===== config.mk =====
export PLATFORM = sky130hd
export DESIGN_NAME = sdadc_host_reader
export DESIGN_NICKNAME = d
export VERILOG_FILES = /design/src/rtl/sdadc_pkg.sv /design/src/rtl/sdadc_line_sync.sv /design/src/rtl/sdadc_restart_pulse.sv /design/src/rtl/sdadc_sclk_gen.sv /design/src/rtl/sdadc_frame_check.sv /design/src/rtl/sdadc_host_reader.sv
export SDC_FILE = /design/constraint.sdc
export NUM_CORES = 1
export LEC_CHECK = 0
export BUFFER_PORTS_ARGS = -buffer_cell sky130_fd_sc_hd__buf_2
export CAP_MARGIN = 20
export CORE_AREA = 3 3 89 91
export CTS_CLUSTER_DIAMETER = 80
export DETAILED_ROUTE_END_ITERATION = 8
export DIE_AREA = 0 0 92 94
export MAX_ROUTING_LAYER = met4
export PLACE_DENSITY_LB_ADDON = 0.2
export SETUP_SLACK_MARGIN = 0.05
export SLEW_MARGIN = 10
export SYNTH_ARGS = -nofsm -noshare
export SYNTH_HDL_FRONTEND = slang
export SYNTH_SLANG_ARGS = --single-unit

===== constraint.sdc =====
create_clock -name clk -period 3.1 [get_ports clk]
set_clock_uncertainty 0.15 [all_clocks]
set_input_delay 0.62 -clock clk [delete_from_list [all_inputs] [get_ports clk]]
set_output_delay 0.62 -clock clk [all_outputs]
set_load 0.03 [all_outputs]

===== src/rtl/sdadc_pkg.sv =====
package sdadc_pkg;

  localparam int CODE_BITS  = 12;
  localparam int FILL_BITS  = 4;
  localparam int STAT_BITS  = 8;
  localparam int FRAME_BITS = CODE_BITS + FILL_BITS + STAT_BITS;

  // fixed status fields, positions counted from the last bit received
  localparam logic [2:0] PAT_EXPECT = 3'b101;
  localparam logic [1:0] ID_EXPECT  = 2'b00;

  typedef logic [FRAME_BITS-1:0] frame_t;

  typedef struct packed {
    logic [CODE_BITS-1:0] code;
    logic                 err;
    logic                 bad;
  } result_t;

  typedef enum logic [1:0] {
    ST_RESET     = 2'd0,
    ST_WAIT_HIGH = 2'd1,
    ST_WAIT_LOW  = 2'd2,
    ST_SHIFT     = 2'd3
  } rd_state_e;

  function automatic result_t decode_frame(input frame_t w);
    result_t r;
    r.code = w[FRAME_BITS-1 -: CODE_BITS];
    r.err  = w[5];
    r.bad  = (w[2:0] != PAT_EXPECT) ||
             (w[STAT_BITS +: FILL_BITS] != '0) ||
             w[6] ||
             (w[4:3] != ID_EXPECT);
    return r;
  endfunction

endpackage


===== src/rtl/sdadc_line_sync.sv =====
module sdadc_line_sync #(
  parameter int STAGES = 2
) (
  input  logic clk,
  input  logic rst_n,
  input  logic din,
  output logic dout
);

  logic [STAGES-1:0] stage_q;

  genvar g;
  generate
    for (g = 0; g < STAGES; g++) begin : g_stage
      if (g == 0) begin : g_first
        always_ff @(posedge clk or negedge rst_n) begin
          if (!rst_n) stage_q[0] <= 1'b0;
          else        stage_q[0] <= din;
        end
      end else begin : g_next
        always_ff @(posedge clk or negedge rst_n) begin
          if (!rst_n) stage_q[g] <= 1'b0;
          else        stage_q[g] <= stage_q[g-1];
        end
      end
    end
  endgenerate

  assign dout = stage_q[STAGES-1];

endmodule


===== src/rtl/sdadc_restart_pulse.sv =====
module sdadc_restart_pulse #(
  parameter int RST_CYC = 13
) (
  input  logic clk,
  input  logic rst_n,
  input  logic req,
  output logic pwr_n
);

  localparam int CW = $clog2(RST_CYC + 1);

  logic [CW-1:0] cnt_q, cnt_d;
  logic          pwr_q, pwr_d;

  always_comb begin
    cnt_d = cnt_q;
    pwr_d = pwr_q;
    if (req) begin
      cnt_d = CW'(RST_CYC);
      pwr_d = 1'b0;
    end else if (cnt_q != '0) begin
      cnt_d = cnt_q - 1'b1;
      pwr_d = (cnt_q == CW'(1));
    end
  end

  always_ff @(posedge clk or negedge rst_n) begin
    if (!rst_n) begin
      cnt_q <= CW'(RST_CYC);
      pwr_q <= 1'b0;
    end else begin
      cnt_q <= cnt_d;
      pwr_q <= pwr_d;
    end
  end

  assign pwr_n = pwr_q;

  assert_req_drives_low_R2: assert property (@(posedge clk) disable iff (!rst_n)
    req |=> !pwr_q);

  assert_release_ends_count_R2: assert property (@(posedge clk) disable iff (!rst_n)
    $rose(pwr_q) |-> (cnt_q == '0));

endmodule


===== src/rtl/sdadc_sclk_gen.sv =====
module sdadc_sclk_gen #(
  parameter int FRAME_BITS = 24,
  parameter int LOW_CYC    = 16,
  parameter int HIGH_CYC   = 13,
  parameter int SAMPLE_DLY = 12
) (
  input  logic clk,
  input  logic rst_n,
  input  logic start,
  input  logic abort,
  output logic sclk,
  output logic sample_stb,
  output logic frame_done,
  output logic busy
);

  localparam int MAX_PH = (LOW_CYC > HIGH_CYC) ? LOW_CYC : HIGH_CYC;
  localparam int CW     = $clog2(MAX_PH + 1);
  localparam int BW     = $clog2(FRAME_BITS);

  logic [CW-1:0] ph_q, ph_d;
  logic [BW-1:0] bit_q, bit_d;
  logic          sclk_q, sclk_d;
  logic          busy_q, busy_d;
  logic          done_d;

  always_comb begin
    ph_d   = ph_q;
    bit_d  = bit_q;
    sclk_d = sclk_q;
    busy_d = busy_q;
    done_d = 1'b0;
    if (abort) begin
      ph_d   = '0;
      bit_d  = '0;
      sclk_d = 1'b1;
      busy_d = 1'b0;
    end else if (!busy_q) begin
      if (start) begin
        busy_d = 1'b1;
        sclk_d = 1'b0;
        ph_d   = '0;
        bit_d  = '0;
      end
    end else if (!sclk_q) begin
      if (ph_q == CW'(LOW_CYC - 1)) begin
        sclk_d = 1'b1;
        ph_d   = '0;
      end else begin
        ph_d = ph_q + 1'b1;
      end
    end else begin
      if (ph_q == CW'(HIGH_CYC - 1)) begin
        ph_d = '0;
        if (bit_q == BW'(FRAME_BITS - 1)) begin
          busy_d = 1'b0;
          done_d = 1'b1;
        end else begin
          sclk_d = 1'b0;
          bit_d  = bit_q + 1'b1;
        end
      end else begin
        ph_d = ph_q + 1'b1;
      end
    end
  end

  always_ff @(posedge clk or negedge rst_n) begin
    if (!rst_n) begin
      ph_q   <= '0;
      bit_q  <= '0;
      sclk_q <= 1'b1;
      busy_q <= 1'b0;
    end else begin
      ph_q   <= ph_d;
      bit_q  <= bit_d;
      sclk_q <= sclk_d;
      busy_q <= busy_d;
    end
  end

  assign sclk       = sclk_q;
  assign busy       = busy_q;
  assign frame_done = done_d;
  assign sample_stb = busy_q & ~sclk_q & ~abort & (ph_q == CW'(SAMPLE_DLY));

  assert_idle_high_R4: assert property (@(posedge clk) disable iff (!rst_n)
    !busy_q |-> sclk_q);

  assert_bit_bounded_R4: assert property (@(posedge clk) disable iff (!rst_n)
    busy_q |-> (bit_q < BW'(FRAME_BITS)));

  assert_phase_bounded_R4: assert property (@(posedge clk) disable iff (!rst_n)
    busy_q |-> (ph_q < CW'(MAX_PH)));

  assert_sample_in_low_R5: assert property (@(posedge clk) disable iff (!rst_n)
    sample_stb |=> !sclk_q);

endmodule


===== src/rtl/sdadc_frame_check.sv =====
module sdadc_frame_check
  import sdadc_pkg::*;
#(
  parameter bit HOLD_RESULT = 1'b1
) (
  input  logic                 clk,
  input  logic                 rst_n,
  input  logic                 flush,
  input  logic                 sample_stb,
  input  logic                 bit_in,
  input  logic                 frame_done,
  input  logic                 res_ready,
  output logic                 res_valid,
  output logic [CODE_BITS-1:0] res_code,
  output logic                 res_err,
  output logic                 res_bad
);

  frame_t  shift_q, shift_d;
  result_t res_q, res_d;
  logic    vld_q, vld_d;
  logic    take;

  generate
    if (HOLD_RESULT) begin : g_hold
      assign take = res_ready;
    end else begin : g_pulse
      assign take = 1'b1;
    end
  endgenerate

  always_comb begin
    shift_d = shift_q;
    if (flush)           shift_d = '0;
    else if (sample_stb) shift_d = {shift_q[FRAME_BITS-2:0], bit_in};
  end

  always_comb begin
    res_d = res_q;
    vld_d = vld_q;
    if (flush) begin
      vld_d = 1'b0;
    end else if (frame_done) begin
      res_d = decode_frame(shift_q);
      vld_d = 1'b1;
    end else if (vld_q && take) begin
      vld_d = 1'b0;
    end
  end

  always_ff @(posedge clk or negedge rst_n) begin
    if (!rst_n) begin
      shift_q <= '0;
      res_q   <= '0;
      vld_q   <= 1'b0;
    end else begin
      shift_q <= shift_d;
      res_q   <= res_d;
      vld_q   <= vld_d;
    end
  end

  assign res_valid = vld_q;
  assign res_code  = res_q.code;
  assign res_err   = res_q.err;
  assign res_bad   = res_q.bad;

  generate
    if (HOLD_RESULT) begin : g_hold_chk
      assert_hold_valid_R8: assert property (@(posedge clk) disable iff (!rst_n)
        (vld_q && !res_ready && !flush) |=> vld_q);

      assert_hold_data_R8: assert property (@(posedge clk) disable iff (!rst_n)
        (vld_q && !res_ready && !flush && !frame_done) |=> $stable(res_q));
    end
  endgenerate

  assert_flush_clears_R2: assert property (@(posedge clk) disable iff (!rst_n)
    flush |=> !vld_q);

endmodule


===== src/rtl/sdadc_host_reader.sv =====
module sdadc_host_reader
  import sdadc_pkg::*;
#(
  parameter int LOW_CYC     = 16,
  parameter int HIGH_CYC    = 13,
  parameter int SAMPLE_DLY  = 12,
  parameter int RST_CYC     = 13,
  parameter int SYNC_STAGES = 2,
  parameter bit HOLD_RESULT = 1'b1
) (
  input  logic                 clk,
  input  logic                 rst_n,
  input  logic                 conv_restart,
  output logic                 conv_pwr_n,
  output logic                 ser_clk,
  input  logic                 ser_dat,
  input  logic                 res_ready,
  output logic                 res_valid,
  output logic [CODE_BITS-1:0] res_code,
  output logic                 res_err,
  output logic                 res_bad
);

  rd_state_e state_q, state_d;
  logic      line_s;
  logic      pwr_n;
  logic      start;
  logic      sample_stb;
  logic      frame_done;
  logic      shifting;
  logic      abort;

  sdadc_line_sync #(.STAGES(SYNC_STAGES)) u_sync (
    .clk  (clk),
    .rst_n(rst_n),
    .din  (ser_dat),
    .dout (line_s)
  );

  sdadc_restart_pulse #(.RST_CYC(RST_CYC)) u_rst (
    .clk  (clk),
    .rst_n(rst_n),
    .req  (conv_restart),
    .pwr_n(pwr_n)
  );

  assign abort = conv_restart | ~pwr_n;

  always_comb begin
    state_d = state_q;
    start   = 1'b0;
    if (abort) begin
      state_d = ST_RESET;
    end else begin
      unique case (state_q)
        ST_RESET:     state_d = ST_WAIT_HIGH;
        ST_WAIT_HIGH: if (line_s) state_d = ST_WAIT_LOW;
        ST_WAIT_LOW: begin
          if (!line_s) begin
            start   = 1'b1;
            state_d = ST_SHIFT;
          end
        end
        ST_SHIFT:     if (frame_done) state_d = ST_WAIT_HIGH;
        default:      state_d = ST_RESET;
      endcase
    end
  end

  always_ff @(posedge clk or negedge rst_n) begin
    if (!rst_n) state_q <= ST_RESET;
    else        state_q <= state_d;
  end

  sdadc_sclk_gen #(
    .FRAME_BITS(FRAME_BITS),
    .LOW_CYC   (LOW_CYC),
    .HIGH_CYC  (HIGH_CYC),
    .SAMPLE_DLY(SAMPLE_DLY)
  ) u_sclk (
    .clk       (clk),
    .rst_n     (rst_n),
    .start     (start),
    .abort     (abort),
    .sclk      (ser_clk),
    .sample_stb(sample_stb),
    .frame_done(frame_done),
    .busy      (shifting)
  );

  sdadc_frame_check #(.HOLD_RESULT(HOLD_RESULT)) u_chk (
    .clk       (clk),
    .rst_n     (rst_n),
    .flush     (conv_restart),
    .sample_stb(sample_stb),
    .bit_in    (line_s),
    .frame_done(frame_done),
    .res_ready (res_ready),
    .res_valid (res_valid),
    .res_code  (res_code),
    .res_err   (res_err),
    .res_bad   (res_bad)
  );

  assign conv_pwr_n = pwr_n;

  assert_no_clock_in_reset_R2: assert property (@(posedge clk) disable iff (!rst_n)
    !conv_pwr_n |-> ser_clk);

  assert_start_needs_low_R3: assert property (@(posedge clk) disable iff (!rst_n)
    ($past(state_q) == ST_WAIT_LOW && state_q == ST_SHIFT) |-> !$past(line_s));

  assert_shift_matches_state_R4: assert property (@(posedge clk) disable iff (!rst_n)
    shifting |-> (state_q == ST_SHIFT));

endmodule


==> impl_metrics.csv <==
group,metric,value,unit
global_routing,overall_routing_resource_usage,0.135,
place,hpwlAfterDp,3.51,mm
yosys,post-synth-top-area-cell,"sky130_fd_sc_hd__dfrtp_1",
final_layout,diodes,0,
route,via_count,1933,
sta,setup_tns,0,ns
power,power-per-cell-area,480,nW/um^2
sta,report.final.slew_viol_count,0,
yosys,seq_area_frac_synth,0.530,
sta,hold_violations,0,
clock_network,cts-root-to-sink-buffers,2,
final_layout,fin_nets,313,
place,io_buffer_count,21,
setup_path,path_cells,"inv_1 -> ha_1 -> nand4b_4 -> nor3_4 -> nand2b_2 -> mux2_4",
clock_network,cts_repair_resize_count,0,
floorplanning,row_count,31,
setup_path,worst_setup_path_start_kind,"flop",
yosys,synthArstFlopShare,1.00,
clock_network,worstSkewPairLatency,0.33,ns
power,max-vdd-ir-drop,234,uV
global_routing,grt_max_degree,35,
route,total_detailed_routing_wirelength,5.19,mm
clock_network,cts_root_buf,"sky130_fd_sc_hd__clkbuf_8",
route,number_of_drc_violations_after_detailed_routing_iteration_0,123,
yosys,portion_of_synthesized_cell_area_occupied_by_the_leading_cell_type,0.493,
yosys,netlist_area_before_placement,2840,sq um
global_routing,global_route_wire_length_before_repair,8.89,mm
place,placer_congestion_estimate,0.833,
floorplanning,fp.dieArea,8650,sq um
route,detail_route.wl_per_cell,13.0,um
clock_network,tritoncts_clock_tree,"yes",
place,post_dp_cell_area,3020,sq um
sta,final.min_clock_period,2.11,ns
yosys,yosysUniqueCellTypes,37,
global_routing,total_global_routing_overflow,0,
setup_path,critPathMaxFanout,15,
clock_network,cts.hold.buffers_added,0,
floorplanning,fp.dieW,92,um
yosys,ys_seq_elements,60,
clock_network,h-tree-depth,3,
sta,fraction_of_the_cycle_the_final_worst_path_needs,0.681,
setup_path,required,3.17,ns
setup_path,path_class,"flop to flop",
final_layout,layout-area-overhead-vs-synth,13.4,%
flow_run,number_of_max_cap_violations,0,
clock_network,post-cts-setup-buffer-count,0,
route,drc,0,
final_layout,drive_above_1_share,0.217,
global_routing,number_of_antenna_violations_at_the_first_check_in_global_routing,0,
setup_path,r2r_setup_slack,0.99,ns
yosys,post-synth-top-count-cell,"sky130_fd_sc_hd__nand2_1",
setup_path,cp-startpoint,"u_sclk.ph_q[0]",
sta,max_freq,474,MHz
floorplanning,fp.coreArea,7210,sq um
sta,worstMarginPinSlew,0.749,ns
worst_hold_path,hp-class,"input pin to asynchronous set/reset pin",
clock_network,cts.sink_count,60,
yosys,synthesis.area_per_instance,10.5,sq um
floorplanning,floorplan.initialDensity,0.394,
setup_path,worst_path_max_delay_cell,"sky130_fd_sc_hd__dfrtp_1",
clock_network,cts_buffers,9,
yosys,synthesis.nets,288,
yosys,synth_area_leaders,"sky130_fd_sc_hd__dfrtp_1 49%, sky130_fd_sc_hd__nand2_1 7.9%, sky130_fd_sc_hd__a21oi_1 5.6%",
yosys,synth-edff-count,0,
clock_network,worst_setup_hold_path_clk_slew,0.07,ns
floorplanning,ios,22,
setup_path,critPathArrivalTime,2.18,ns
yosys,netlist_top_cells_count,"60 x sky130_fd_sc_hd__nand2_1, 56 x sky130_fd_sc_hd__dfrtp_1, 32 x sky130_fd_sc_hd__a21oi_1, 12 x sky130_fd_sc_hd__ha_1, 11 x sky130_fd_sc_hd__inv_1",
final_layout,final_design_area_no_fill,3220,sq um
sta,timing.final.setup_violations,0,
power,static-leakage-power,0.00148,uW
sta,timing.max_slew.rel_slack,0.501,
sta,rsz0062_at_grt,"no",
route,ant_nets,0,
route,drt-pass1-iter-count,5,
setup_path,timing.critical_path.to_type,"flop",
setup_path,rr_startpoint,"u_sclk.ph_q[0]",
status,status,"complete, no violations",
yosys,yosys_warnings,0,
global_routing,number_of_global_route_vias_before_repair,1815,
yosys,synth_cells,271,
floorplanning,die_y,94,um
yosys,yosys_most_used_dff,"sky130_fd_sc_hd__dfrtp_1",
setup_path,timing.critical_path.slowest_cell_delay,0.40,ns
route,routed_via_density,4.84,
## per-layer routing
| layer | vias up | global-route usage | wire, um |
|---|---|---|---|
| met5 | - | - | 0 |
| met4 | 0 | 0.0631 | 87 |
| met3 | 9 | 0.0337 | 166 |
| met2 | 31 | 0.189 | 2270 |
| met1 | 926 | 0.185 | 2670 |
| li1 | 967 | - | - |
## cell usage in the layout (no fill, tap or decap), types with 8 or more instances in the layout
cell type	synthesis	routed
sky130_fd_sc_hd__dfrtp_1	56	56
sky130_fd_sc_hd__a21oi_1	32	32
sky130_fd_sc_hd__o21ai_0	9	9
sky130_fd_sc_hd__nand2_1	60	60
sky130_fd_sc_hd__inv_1	11	11
sky130_fd_sc_hd__clkbuf_8	0	11
sky130_fd_sc_hd__buf_2	1	21
sky130_fd_sc_hd__nand3_1	8	8
sky130_fd_sc_hd__mux2_4	9	9
sky130_fd_sc_hd__ha_1	12	12
## path summary, 6_finish.rpt
kind | endpoint | cells after the start
worst max-delay path | u_chk.res_code[9] | 6
worst min-delay path | u_chk.res_code[6] | 1
worst max register to register | u_chk.res_code[9] | 6
worst min register to register | u_sync.dout | 0
max in group asynchronous | u_rst.cnt_q[0] | 2
min in group clk | u_sync.dout | 0
## sequential cells by signal, summed over array words and instances (netlist names), 2 cells and up
name            count
state_q             2
u_chk.res_code     12
u_chk.shift_q      24
u_rst.cnt_q         4
u_sclk.bit_q        5
u_sclk.ph_q         5
## worst max-delay path: cells and delay by family, from the launching register on
| kind | cells | cell delay (ns) |
|---|---|---|
| fa+ha+maj | 1 | 0.22 |
| buf+inv | 1 | 0.09 |
| flops | 1 | 0.40 |
| mux | 1 | 0.39 |
| simple gates | 3 | 0.75 |
## metrics by stage
step                 util  hold slack, ns  worst slack (ns)  power (uW)  instances
floorplan               -           0.174              1.15         829        271
global placement    0.419           0.184             0.816         856        384
detailed placement  0.419           0.186             0.760         857        384
CTS                 0.447           0.199             0.951        1570        399
global route        0.447           0.210             0.854        1610        399
finish              0.447           0.192             0.990        1550        399
## power breakdown
part	internal, uW	switching, uW	total (uW)
Clock	409	299	708
Combinational	13.3	30.4	43.7
Sequential	791	5.84	797
## cell families after synthesis
kind of cell,count (synthesis),synth area share
XOR/XNOR,2,0.00616
buffers and inverters,23,0.0445
adder cells (fa/ha/maj),12,0.0528
flip-flops,60,0.530
AO/OA/AOI/OAI,48,0.0924
AND/OR/NAND/NOR,106,0.185
multiplexers,20,0.0889
## final cells by class
class,count,area (sq um)
fillers,716,3990
flip-flops and latches,60,1510
multi-input cells,188,1210
clock buffers,11,151
repair buffers,26,143
well taps,99,124
clock inverters,4,48.8
inverters,11,41.3
No activity file was read; power rests on OpenSTA's default activity.
